## src/rtl/skew_aligner.sv

```systemverilog
module skew_aligner #(
  parameter int W = 16
) (
  input  logic         clk,
  input  logic         rst_n,
  input  logic         cfg_wr,
  input  logic [7:0]   cfg_data,
  output logic [7:0]   cfg_q,
  input  logic         dir_neg,
  input  logic [1:0]   mode,
  input  logic         xfer_start,
  input  logic         step,
  input  logic [1:0]   kind,
  input  logic [W-1:0] src_word,
  output logic         fetch_req,
  output logic [W-1:0] win
);
  localparam int BW = 2 * W;
  localparam int SW = $clog2(W);
  localparam logic [7:0] CFG_MASK = 8'hC0 | 8'((1 << SW) - 1);

  logic [BW-1:0] sbuf;
  logic [7:0]    cfg_r;

  wire          pre_en   = cfg_r[7];
  wire          nofin_en = cfg_r[6];
  wire [SW-1:0] sk       = cfg_r[SW-1:0];
  wire          use_src  = mode[1];
  wire          is_prime = (kind == 2'b01);
  wire          is_last  = (kind == 2'b10);
  wire          skip     = is_prime & ~pre_en;

  assign fetch_req = use_src & ~skip & ~(is_last & nofin_en);
  wire   act       = step & use_src & ~skip;
  wire [W-1:0] inw = fetch_req ? src_word : '0;

  wire [BW-1:0] nxt = dir_neg ? {inw, sbuf[BW-1:W]} : {sbuf[W-1:0], inw};

  always_ff @(posedge clk or negedge rst_n) begin
    if (!rst_n) begin
      cfg_r <= '0;
      sbuf  <= '0;
    end else begin
      if (cfg_wr) cfg_r <= cfg_data & CFG_MASK;
      if (xfer_start) sbuf <= '0;
      else if (act)   sbuf <= nxt;
    end
  end

  assign cfg_q = cfg_r;
  assign win   = W'(sbuf >> sk);

  assert_cfg_mask_R1: assert property (@(posedge clk) disable iff (!rst_n)
    cfg_wr |=> cfg_q == ($past(cfg_data) & CFG_MASK));

  assert_fwd_load_R3: assert property (@(posedge clk) disable iff (!rst_n)
    (step && fetch_req && !dir_neg && !xfer_start) |=>
      sbuf == {$past(sbuf[W-1:0]), $past(src_word)});

  assert_bwd_load_R4: assert property (@(posedge clk) disable iff (!rst_n)
    (step && fetch_req && dir_neg && !xfer_start) |=>
      sbuf == {$past(src_word), $past(sbuf[BW-1:W])});

  assert_prime_off_R6: assert property (@(posedge clk) disable iff (!rst_n)
    (step && kind == 2'b01 && !cfg_q[7] && !xfer_start) |=> $stable(sbuf));

  assert_no_final_R7: assert property (@(posedge clk) disable iff (!rst_n)
    (kind == 2'b10 && cfg_q[6]) |-> !fetch_req);

  assert_clear_R11: assert property (@(posedge clk) disable iff (!rst_n)
    xfer_start |=> sbuf == '0);

  assert_idle_modes_R9: assert property (@(posedge clk) disable iff (!rst_n)
    (!mode[1] && !xfer_start) |=> $stable(sbuf));
endmodule

```

## config.mk

```make
export PLATFORM = sky130hd
export DESIGN_NAME = skew_aligner
export DESIGN_NICKNAME = d
export VERILOG_FILES = /design/src/rtl/skew_aligner.sv
export SDC_FILE = /design/constraint.sdc
export NUM_CORES = 1
export LEC_CHECK = 0
export CAP_MARGIN = 20
export CORE_ASPECT_RATIO = 0.5
export CORE_MARGIN = 3
export CORE_UTILIZATION = 61
export CTS_CLUSTER_SIZE = 12
export DETAILED_ROUTE_END_ITERATION = 10
export DONT_BUFFER_PORTS = 1
export PLACE_DENSITY = 0.83
export SYNTH_ARGS = -nofsm -noshare
export SYNTH_HDL_FRONTEND = slang
export SYNTH_SLANG_ARGS = --single-unit
```

## constraint.sdc

```tcl
create_clock -name clk -period 2.9 [get_ports clk]
set_input_delay 0.435 -clock clk [delete_from_list [all_inputs] [get_ports clk]]
set_output_delay 0.435 -clock clk [all_outputs]
set_load 0.01 [all_outputs]
```

# After elaboration in Yosys (flattened, before gate mapping)
# Cells that the tools add are included.
[classes] shifts=1 eq_ne=2 bitwise_logic=9 mux=4 n_reduce_logical=1
[ops] cell="32-bit two-way mux" n=3
[ops] cell="32-bit by 4-bit right shift with 16-bit output" n=1
[ops] cell="16-bit two-way mux" n=1
[ops] cell="1-bit AND" n=6
[ops] cell="1-bit inverter" n=3
[ops] cell="2-bit by 1-bit == test with 1-bit output, second input constant" n=1
[ops] cell="2-bit == test, second input constant" n=1
[ops] cell="2-bit nonzero test" n=1
[word_totals] register_bits=38 out_inout_bits=25 inputBits=34

# Depth between registers and ports, before layout
[logic_depth] depth_word=9 mapped_depth=6 mapped_depth_nobuf=3

# Least setup slack after synthesis
# OpenSTA, ideal clock, no wires.
[synth_timing] kind="flip-flop to output port" start="register cfg_r[2], in the netlist cfg_q[2]" end="output port win[8]" path_stages_with_launch=6 arrival_ps=1580 required_ps=2465 slack_ps=885 n_path_buf=2 path_cell_list="dfrtp_1 -> buf_6 -> buf_12 -> mux2i_1 -> mux4_2 -> a22oi_1"
[synth_between] elab_chain_cells=1
[synth_rtl] item="from (decl)" line_no="23" rtl="logic [7:0] cfg_r;"
[synth_rtl] item="from (signal assigned)" line_no="44" rtl="if (cfg_wr) cfg_r <= cfg_data & CFG_MASK;"
[synth_rtl] item="32-bit by 4-bit right shift with 16-bit output" line_no="51" rtl="assign win = W'(sbuf >> sk);"
[synth_rtl] item="to (decl)" line_no="16" rtl="output logic [W-1:0] win"
# Every way passes these cells.

# Final worst setup path
[layout_timing] start="register cfg_r[1], in the netlist cfg_q[1]" end="output port win[5]"
# The elaborated chain is that of the path after synthesis.

==> summary by stage <==
Run status
The run finished, with violations left. The final reports fail on design-rule violations.

Logic synthesis
The number of different library cells used by synthesis comes to 33. Of the total synthesized cell area, the portion taken by XOR and XNOR cells is 0%. After synthesis, the share of cell area in mux cells is 26.9%. The number of warnings issued by yosys is 0. The total standard cell area after synthesis is 3170 um2. The number of synthesized register bits is 38. The sequential area share after synthesis is 30.0%. Summing the areas of all fa, ha and maj instances in the mapped netlist gives 0% of the synthesized area. The instance count of the mapped netlist is 306. After synthesis, the largest family of logic cells by area is multiplexers. The synthesized netlist devotes 23.4% of its cell area to compound gates. The post-synthesis simple-gate area fraction is 10.6%. A synthesized cell averages 10.4 um2.

Global route
The remaining global-route overflow is 0. The first global-routing pass estimated 14800 um of wire. For this run, the total global-route usage over all layers was measured as 30.9%. The initial antenna violation count is 0. Entering global routing, the biggest net connects 39 pins. The number of global-route vias before repair is 2834.

Die
The number of core rows is 17. The horizontal die dimension is 108 um. The total area inside the core boundary comes to 4700 um2. The area enclosed by the die boundary is 6160 um2.

The I/O pin count is 59. The overall die height is 57.0 um. The initial utilization of the core area, before any placement, comes to 67.5%.

Routing
The routed design uses 4020 um of met2 wire. The highest signal layer in the routed design is met4. The via count is 2957.

In this run the remaining antenna-violating nets after routing total 0. Dividing the detail-routed via count by the number of cells gives 8.38. The number of detailed-routing iterations run before antenna repair is 9. Summed over all layers, the routed wires come to 9240 um.

In the final routing, the length of wire on met1 measures 3900 um. In this run, the number of DRC markers left after iteration 0 of detailed routing was 610. The DRC violation count after routing is 1. The routed wire length on met3 is 1150 um. The average routed wire per standard cell is 26.2 um.

Final layout
Leaving out fill and tap cells, the most frequent cell in the layout is dfrtp_1. The number of nets in the finished design is 320. The number of diodes added for antenna fixing is 0. In the layout the commonest cells are dfrtp_1, nand4_1, o211ai_1. Once layout is complete, the utilization of the core stands at 70.1%. The total of fill cells in the finished design is 341.

Cells with a size suffix above 1 make up 18.8% of the layout. Relative to the synthesized area, the layout overhead comes to 3.74%.

Clocking
The clock-pin slew on the worst setup and hold paths is 0.08 ns. Clock latency on the worst-skew pair, taken at its later pin, is 0.30 ns. After clock tree synthesis, the repair step resized 0 gates.

Clock tree synthesis inserted a total of 5 buffers. The largest buffer count on any clock path is 2. The CTS tree is yes. Clock tree synthesis selected as its root buffer the cell clkbuf_8. In this run the number of H-tree levels came out at 2. The clock drives 38 sinks.

Timing
The aggregate negative setup slack is 0 ns. Setup violations remaining at the end of the flow were counted as 0. Setup repair after global routing left no endpoint under its margin. Dividing the final minimum period by the clock period gives 93.4%. The number of endpoints with negative hold slack in the final report came to 0.

The worst setup skew after layout is 0.00727 ns. The upper clock frequency limit is 0.369 GHz. The count of final max-slew check failures is 0. For the pin with the worst max-slew slack, the measured transition is 1.08 ns.

The remaining max-slew budget at the tightest pin is 27.7%. The minimum clock period is 2.71 ns.

Worst setup path
The cell class contributing the biggest share of worst-path delay is flip-flops. The data arrival time of the critical path is 2.27 ns. The worst setup path is of the register to output pin kind.

The delay of the slowest cell on the worst path is 0.74 ns. STA puts the critical path data required time at 2.47 ns. The worst setup path is launched from a register. Of all nets on the critical path, the largest fanout is 13.

On the critical path, the stage with the largest delay is an instance of dfrtp_1. The worst setup path is captured at an output pin. Walking the worst path, the cells encountered are buf_4 -> mux2_2 -> a221oi_1 -> a22oi_1. The number of buffers and inverters on the critical path is 1.

Placement
Input and output buffers added on the ports amount to 0. The last weighted congestion value of the routability-driven placer is 0.895. The HPWL after detailed placement is 6030 um.

Pwr
Power comes to 0.00133 W. The power density normalized to cell area is 404 nW/um2. The leakage power summed over all cells is 1.26 nW.

VDD sags by at most 276 uV.

Hold path
The tightest min-delay check is of the input port to register type.

Run
The tool flagged a number of max-cap violations equal to 0.
[through the flow]
stage | instances | hold WS, ns | worst slack, ns | instance area [um2]
detailed placement | 342 | 0.140 | 0.554 | 3130
CTS | 352 | 0.227 | 0.217 | 3280
finish | 353 | 0.227 | 0.192 | 3290
global route | 353 | 0.232 | 0.0460 | 3290
global placement | 342 | 0.140 | 0.560 | 3130
floorplan | 307 | 0.139 | 0.885 | 3180
[worst reg2reg max path, stage by stage, from the launching register on]
cell,delay [ns]
dfrtp_1,0.46
or3b_1,0.18
buf_4,0.36
nand3_1,0.57
o311ai_0,0.56
[layer usage]
| layer | vias up | GRT usage, % |
|---|---|---|
| met3 | 25 | 8.25 |
| met4 | 0 | 8.09 |
| met5 | - | 0 |
| li1 | 1226 | - |
| met1 | 1490 | 45.9 |
| met2 | 216 | 45.2 |
[registers in the layout, indices dropped and copies added, names as in the netlist]
signal	cells
cfg_q	6
sbuf	32
[cell type report]
type	instances	area, um2	share of cell area (%)
multi-input cells	209	1950	59.1
inverters	20	75.1	2.28
well taps	66	82.6	2.51
clock buffers	5	68.8	2.09
clock inverters	3	45.0	1.37
repair buffers	12	125	3.80
flip-flops and latches	38	951	28.9
[what timing repair did]
action | 4_1_cts | 5_1_grt
hold buffers | 2 | 0
hold endpoints to repair | 38 | 0
setup buffers | 0 | 0
[kinds of logic after synthesis]
| group | Yosys count |
|---|---|
| mux | 58 |
| compound gates | 92 |
| flops | 38 |
| simple gates | 57 |
| other cells | 1 |
| buf+inv | 60 |
[synthesized netlist by cell type (all sizes together)]
| cell | number | share of area, % |
|---|---|---|
| a221oi | 10 | 2.8 |
| mux4 | 19 | 14 |
| nor3b | 1 | 0.24 |
| nand2b | 1 | 0.20 |
| o211ai | 33 | 8.0 |
| inv | 20 | 2.4 |
| a32oi | 2 | 0.55 |
| buf | 20 | 4.3 |
| dfrtp | 38 | 30 |
| o311ai | 32 | 8.8 |
| nor2 | 5 | 0.67 |
| nand3 | 2 | 0.47 |
| conb | 1 | 0.12 |
| mux2i | 23 | 7.3 |
| a22oi | 11 | 2.6 |
| nand2 | 6 | 0.71 |
| o22ai | 1 | 0.20 |
| nand4 | 32 | 6.3 |
| and2 | 3 | 0.59 |
| or3b | 1 | 0.28 |
| o21ai | 3 | 0.47 |
| clkbuf | 20 | 2.4 |
| nor2b | 6 | 1.2 |
| mux2 | 16 | 5.7 |
[path summary, 6_finish.rpt]
path / cells after the start / startpoint / endpoint / slack (ns)
setup / recovery: 4 / cfg_q[1] / win[5] / 0.19
hold / removal: 1 / cfg_wr / cfg_q[0] / 0.23
setup reg to reg: 4 / cfg_q[7] / sbuf[28] / 0.63
hold reg to reg: 2 / sbuf[31] / sbuf[15] / 0.59
max in group asynchronous: 2 / rst_n / sbuf[28] / 2.07
min in group asynchronous: 2 / rst_n / cfg_q[0] / 0.62
[power breakdown]
group | internal (W) | total (W) | switching (W)
logic | 0.000105 | 0.000281 | 0.000176
clock network | 0.000256 | 0.000467 | 0.000211
registers | 0.000545 | 0.000582 | 0.0000368
total | 0.000906 | 0.00133 | 0.000423
Power figures use the tool's default switching activity.
